--- src/rtl/gpu_packet_framer.sv ---
module gpu_packet_framer (
  input  logic        clk,
  input  logic        rst_n,
  input  logic        in_valid,
  input  logic [31:0] in_data,
  output logic        in_ready,
  output logic        pkt_valid,
  output logic [31:0] pkt_data,
  output logic        pkt_first,
  output logic        pkt_last,
  output logic [3:0]  pkt_len,
  output logic        copy_valid,
  output logic        read_valid,
  output logic [9:0]  rect_x,
  output logic [8:0]  rect_y,
  output logic [10:0] rect_w,
  output logic [9:0]  rect_h,
  output logic [9:0]  copy_dst_x,
  output logic [8:0]  copy_dst_y,
  output logic        pix_valid,
  output logic [9:0]  pix_x,
  output logic [8:0]  pix_y,
  output logic [15:0] pix_data,
  output logic [12:0] status,
  output logic        img_busy
);

  typedef enum logic {S_CMD, S_PIX} state_t;

  function automatic logic [3:0] param_count(input logic [7:0] o);
    case (o) inside
      8'h02:           return 4'd2;
      [8'h20:8'h23]:   return 4'd3;
      [8'h24:8'h27]:   return 4'd6;
      [8'h28:8'h2B]:   return 4'd4;
      [8'h2C:8'h2F]:   return 4'd8;
      [8'h30:8'h33]:   return 4'd5;
      [8'h34:8'h37]:   return 4'd8;
      [8'h38:8'h3B]:   return 4'd7;
      [8'h3C:8'h3F]:   return 4'd11;
      [8'h40:8'h47]:   return 4'd2;
      [8'h48:8'h57]:   return 4'd3;
      [8'h58:8'h5F]:   return 4'd4;
      [8'h60:8'h63]:   return 4'd2;
      [8'h64:8'h67]:   return 4'd3;
      [8'h68:8'h6B]:   return 4'd1;
      [8'h70:8'h73]:   return 4'd1;
      [8'h74:8'h77]:   return 4'd2;
      [8'h78:8'h7B]:   return 4'd1;
      [8'h7C:8'h7F]:   return 4'd2;
      [8'h80:8'h9F]:   return 4'd3;
      [8'hA0:8'hDF]:   return 4'd2;
      default:         return 4'd0;
    endcase
  endfunction

  state_t      st;
  logic [7:0]  op;
  logic [3:0]  need, idx;
  logic        par;
  logic [9:0]  p1_x, p2_x;
  logic [8:0]  p1_y, p2_y;
  logic        half;
  logic [15:0] hold;
  logic [9:0]  x0, cx, col, wm1;
  logic [8:0]  cy, row, hm1;
  logic [10:0] env1;
  logic [1:0]  env6;

  wire        acc      = in_valid && in_ready;
  wire        first_w  = (idx == 4'd0);
  wire [7:0]  cur_op   = first_w ? in_data[31:24] : op;
  wire [3:0]  cur_need = first_w ? param_count(in_data[31:24]) : need;
  wire        is_poly  = (cur_op & 8'hE8) == 8'h48;
  wire        is_term  = (in_data & 32'hF000_F000) == 32'h5000_5000;
  wire        poly_end = is_term && (idx >= cur_need) && (!cur_op[4] || !par);
  wire        pkt_end  = is_poly ? poly_end : (idx == cur_need);
  wire        is_copy  = cur_op[7:5] == 3'b100;
  wire        is_write = cur_op[7:5] == 3'b101;
  wire        is_read  = cur_op[7:5] == 3'b110;
  wire        is_env   = cur_op[7:3] == 5'b11100;
  wire        generic  = !(is_copy || is_write || is_read || is_env);
  wire [9:0]  s_wm1    = in_data[9:0] - 10'd1;
  wire [8:0]  s_hm1    = in_data[24:16] - 9'd1;
  wire        pix_last = (col == wm1) && (row == hm1);

  assign in_ready = (st == S_CMD) || !half;
  assign status   = {env6, env1};

  always_ff @(posedge clk or negedge rst_n) begin
    if (!rst_n) begin
      st <= S_CMD; op <= '0; need <= '0; idx <= '0; par <= 1'b0;
      p1_x <= '0; p1_y <= '0; p2_x <= '0; p2_y <= '0;
      half <= 1'b0; hold <= '0;
      x0 <= '0; cx <= '0; cy <= '0; col <= '0; row <= '0; wm1 <= '0; hm1 <= '0;
      env1 <= '0; env6 <= '0;
      pkt_valid <= 1'b0; pkt_data <= '0; pkt_first <= 1'b0; pkt_last <= 1'b0; pkt_len <= '0;
      copy_valid <= 1'b0; read_valid <= 1'b0;
      rect_x <= '0; rect_y <= '0; rect_w <= '0; rect_h <= '0;
      copy_dst_x <= '0; copy_dst_y <= '0;
      pix_valid <= 1'b0; pix_x <= '0; pix_y <= '0; pix_data <= '0;
      img_busy <= 1'b0;
    end else begin
      pkt_valid  <= 1'b0;
      copy_valid <= 1'b0;
      read_valid <= 1'b0;
      pix_valid  <= 1'b0;
      if (st == S_CMD) begin
        if (acc) begin
          if (first_w) begin
            op   <= in_data[31:24];
            need <= cur_need;
          end
          if (idx == 4'd1) begin p1_x <= in_data[9:0]; p1_y <= in_data[24:16]; end
          if (idx == 4'd2) begin p2_x <= in_data[9:0]; p2_y <= in_data[24:16]; end
          if (generic) begin
            pkt_valid <= 1'b1;
            pkt_data  <= in_data;
            pkt_first <= first_w;
            pkt_last  <= pkt_end;
            pkt_len   <= cur_need;
          end
          if (pkt_end) begin
            idx <= '0;
            par <= 1'b0;
            if (is_env && cur_op[2:0] == 3'd1) env1 <= in_data[10:0];
            if (is_env && cur_op[2:0] == 3'd6) env6 <= in_data[1:0];
            if (is_copy || is_read) begin
              copy_valid <= is_copy;
              read_valid <= is_read;
              rect_x <= p1_x;
              rect_y <= p1_y;
              rect_w <= {1'b0, s_wm1} + 11'd1;
              rect_h <= {1'b0, s_hm1} + 10'd1;
            end
            if (is_copy) begin
              copy_dst_x <= p2_x;
              copy_dst_y <= p2_y;
            end
            if (is_write) begin
              st <= S_PIX; img_busy <= 1'b1; half <= 1'b0;
              x0 <= p1_x; cx <= p1_x; cy <= p1_y;
              col <= '0; row <= '0; wm1 <= s_wm1; hm1 <= s_hm1;
            end
          end else begin
            if (idx != 4'd15) idx <= idx + 4'd1;
            par <= ~par;
          end
        end
      end else if (half || acc) begin
        pix_valid <= 1'b1;
        pix_x     <= cx;
        pix_y     <= cy;
        pix_data  <= (half ? hold : in_data[15:0]) | {env6[0], 15'd0};
        if (!half) hold <= in_data[31:16];
        if (pix_last) begin
          st <= S_CMD; img_busy <= 1'b0; half <= 1'b0;
        end else begin
          half <= !half;
          if (col == wm1) begin
            col <= '0; row <= row + 9'd1; cx <= x0; cy <= cy + 9'd1;
          end else begin
            col <= col + 10'd1; cx <= cx + 10'd1;
          end
        end
      end
    end
  end

  assert_single_event_R2: assert property (@(posedge clk) disable iff (!rst_n)
    $onehot0({pkt_valid, copy_valid, read_valid, pix_valid}));

  assert_payload_pixel_R7: assert property (@(posedge clk) disable iff (!rst_n)
    (acc && img_busy) |=> pix_valid);

  assert_busy_drop_R7: assert property (@(posedge clk) disable iff (!rst_n)
    $fell(img_busy) |-> pix_valid);

  assert_no_pixel_idle_R5: assert property (@(posedge clk) disable iff (!rst_n)
    pix_valid |-> $past(img_busy));

  assert_status_hold_R10: assert property (@(posedge clk) disable iff (!rst_n)
    !acc |=> $stable(status));

  assert_half_rate_R11: assert property (@(posedge clk) disable iff (!rst_n)
    (acc && img_busy) |=> (!in_ready || !img_busy));

endmodule

--- config.mk ---
export PLATFORM = sky130hd
export DESIGN_NAME = gpu_packet_framer
export DESIGN_NICKNAME = d
export VERILOG_FILES = /design/src/rtl/gpu_packet_framer.sv
export SDC_FILE = /design/constraint.sdc
export NUM_CORES = 1
export LEC_CHECK = 0
export BUFFER_PORTS_ARGS = -buffer_cell sky130_fd_sc_hd__clkbuf_2
export CAP_MARGIN = 20
export CORE_MARGIN = 4
export CORE_UTILIZATION = 62
export CTS_BUF_LIST = sky130_fd_sc_hd__clkbuf_16
export DETAILED_ROUTE_END_ITERATION = 6
export GPL_ROUTABILITY_DRIVEN = 1
export PLACE_DENSITY = 0.85
export SKIP_CTS_REPAIR_TIMING = 1
export SLEW_MARGIN = 20
export SYNTH_ARGS = -nofsm -noshare
export SYNTH_HDL_FRONTEND = slang
export SYNTH_SLANG_ARGS = --single-unit
--- constraint.sdc ---
create_clock -name clk -period 8.2 [get_ports clk]
set_input_delay 2.05 -clock clk [delete_from_list [all_inputs] [get_ports clk]]
set_output_delay 2.05 -clock clk [all_outputs]
set_load 0.02 [all_outputs]
==> metrics.yaml <==
power:
  pwr_density_cell_nw_per_um2: 393
  p_int_w: 0.00368
  leakage_nw: 7.63
  clock_power_share: 0.212
  netSwitchingPower_w: 0.00238
  power_frac_seq: 0.413
  combPwrFrac: 0.374
  peakVddDrop_mv: 0.256
  p_sw_frac: 0.393
die:
  die_y_um: 155
  die_width_um: 155
  row_count: 53
  pin_count: 186
  die_area_um2: 24100
  core-area_um2: 21200
  start_util: 0.635
final_layout:
  nets: 1411
  syn_to_final_growth_pct: 14.9
  layout.cells.non_filler: 1660
  nFillCells: 1483
  diodes: 0
  drive_gt1_frac: 0.299
critical_path:
  setup.worst_path.class: "input pin to flop"
  worst_path_max_delay_cell: "a21oi_2"
  setup.worst_path.start_class: "input pin"
  critPathMaxStageDelay_ns: 0.75
  endpoint_kind: "flop"
  crit_family: "compound AO/OA/AOI/OAI gates"
  reg2reg_slack_ns: 3.67
  r2r-start: "idx[0]"
  worstPathArrival_ns: 5.73
  critPathMaxFanout: 15
  r2r_cells: 12
  crit_path_cell_trace: "clkbuf_2 -> or3b_1 -> a21boi_0 -> o31ai_1 -> a21oi_1 -> o21ai_0 -> nand2_1 -> ha_1 -> nand2b_1 -> a21oi_1 -> nor4_1 -> o41ai_4 -> a21oi_2 -> mux2_2"
  path_buf_inv: 1
  crit_top_cell: "a21oi_1"
  cp.required_ns: 8.65
  r2r-end: "env1[10]"
job:
  maxCapViolations: 0
logic_synthesis:
  ys_ff_latch: 290
  synthTopCellsByCount: "dfrtp_1, nand2_1, mux2_2"
  netlist_area_um2: 13400
  synth-edff-count: 0
  yosys.area.top_type: "dfrtp_1"
  ys.flop_type: "dfrtp_1"
  synth.avg_cell_area_um2: 11.1
  netlist_top_cells_area: "dfrtp_1, mux2_2, nand2_1"
  synthMostInstantiatedCell: "dfrtp_1"
  synth-seq-area-share: 0.541
  synth_warnings: 0
  async_flop_share: 1.00
  yosysUniqueCellTypes: 66
  netlist_instances: 1209
  synth_top_cell_area_share: 0.541
  syn-num-nets: 1257
global_routing:
  use_met2: 0.479
  grtUsageMet3: 0.0604
  antenna_found_initial: 0
  grt_max_degree: 112
  grt.busiest_layer: "met2"
  grt_use_total: 0.291
  grt_first_pass_wirelength_um: 56500
  use_met1: 0.394
  grt_pass1_vias: 10600
  grt_overflow: 0
route:
  drt-initial-drc-count: 712
  dr.pass1.iters: 5
  vias: 10100
  drcViolationCount: 0
  drtAntennaViolNets: 0
  wl_um: 34600
  wl_per_cell_um: 20.8
  vias_per_cell: 6.06
hold_path:
  hold_depth: 2
  worstHoldPathType: "flop to flop"
  min_to: "x0[5]"
  holdCritStartpoint: "x0[5]"
timing:
  period_minus_slack_ns: 5.28
  hold_ws_ns: 0.473
  slew_violations: 0
  setup_viol_count_final: 0
  rsz0062_at_grt: "no"
  clock.fmax_mhz: 189
  tightest_slew_ns: 1.07
  hold_violations: 0
  maxSlewHeadroom: 0.286
  setup_tns_ns: 0
  period_share: 0.644
  skew_ns: 0.0203
clock_tree:
  clock_path_buffers: 3
  cts-root-buf: "clkbuf_16"
  cts_tree: "yes"
  clock-sinks: 290
  cts-htree-levels: 1
  clk_pin_slew_worst_paths_ns: 0.06
  cts_made_buffers: 30
  insertion_delay_ns: 0.57
status:
  status: "finished, final reports clean"
placed_design:
  dpl.hpwl_um: 23500
  port_buffers: 185
  dp_cells: 1606
  gp_congestion: 0.899
==> flip-flops by register name (all words and copies together) (netlist names), 10 cells and up <==
name,flops
pkt_data,32
hold,16
pix_data,16
env1,11
rect_w,11
col,10
copy_dst_x,10
cx,10
p1_x,10
p2_x,10
pix_x,10
rect_h,10
rect_x,10
wm1,10
x0,10
==> cell usage in the layout (no fill, tap or decap), types with 15 or more instances in the layout <==
master / count
xnor2_1: 29
inv_1: 25
dfrtp_1: 290
clkbuf_2: 184
o21ai_0: 72
nor3_1: 15
clkbuf_16: 30
a31oi_1: 16
nand3_1: 22
nand2_1: 193
mux2_2: 145
xor2_1: 23
and3_1: 29
a21oi_1: 34
mux2i_1: 37
nor2_1: 37
==> routing by layer <==
layer | up-vias | wire length (um) | part of all wire
met1 | 5074 | 14400 | 0.42
li1 | 4556 | - | -
met2 | 347 | 16700 | 0.48
met5 | - | 0 | 0
met4 | 0 | 1020 | 0.029
met3 | 79 | 2450 | 0.071
==> area by class of cell <==
class / instances / area (um2) / area share
inverters: 21 / 78.8 / 0.00511
flip-flops and latches: 290 / 7260 / 0.470
repair buffers: 196 / 1020 / 0.0663
clock buffers: 30 / 751 / 0.0487
well taps: 275 / 344 / 0.0223
clock inverters: 24 / 176 / 0.0114
multi-input cells: 824 / 5800 / 0.376
==> power by group through the flow <==
stage          Combinational (W)  Clock [W]  Sequential (W)
2_1_floorplan            0.00123          0         0.00273
3_3_place_gp             0.00218          0         0.00248
3_5_place_dp             0.00226          0         0.00250
4_1_cts                  0.00228    0.00130         0.00249
5_1_grt                  0.00249    0.00136         0.00257
6_report                 0.00227    0.00129         0.00250
==> kinds of logic (layout without fill, tap and decap cells) <==
| group | after synthesis | after routing | share of synthesized area |
|---|---|---|---|
| XOR/XNOR | 52 | 52 | 0.0339 |
| AND/OR/NAND/NOR | 386 | 386 | 0.137 |
| adder cells (fa/ha/maj) | 13 | 13 | 0.0121 |
| flip-flops | 290 | 290 | 0.541 |
| AO/OA/AOI/OAI | 179 | 179 | 0.0845 |
| multiplexers | 194 | 194 | 0.162 |
| buffers and inverters | 95 | 271 | 0.0294 |
==> stage by stage <==
step / instance area (um2) / power, W / utilization / worst slack (ns)
2_1_floorplan: 13400 / 0.00396 / - / 3.22
3_3_place_gp: 14500 / 0.00466 / 0.685 / 2.50
3_5_place_dp: 14500 / 0.00476 / 0.685 / 2.37
4_1_cts: 15400 / 0.00608 / 0.729 / 2.96
5_1_grt: 15400 / 0.00642 / 0.729 / 2.65
6_report: 15400 / 0.00606 / 0.729 / 2.92
==> how the worst max path moves through the flow <==
stage	start	end	slack [ns]	cells after the start
3_3_place_gp	in_data[27]	env1[10]	2.50	14
4_1_cts	in_data[28]	env1[10]	2.96	14
5_1_grt	in_data[27]	env1[10]	2.65	14
6_report	in_data[28]	env1[10]	2.92	14
3_5_place_dp	in_data[28]	env1[10]	2.37	14
2_1_floorplan	in_data[27]	env1[0]	3.22	15
==> tightest hold or removal path, stage by stage (launching register included) <==
cell and delay [ns]:
dfrtp_1 0.34, nand2_1 0.05, nand2_1 0.05
Note: power is estimated with default switching activity, not from simulation.
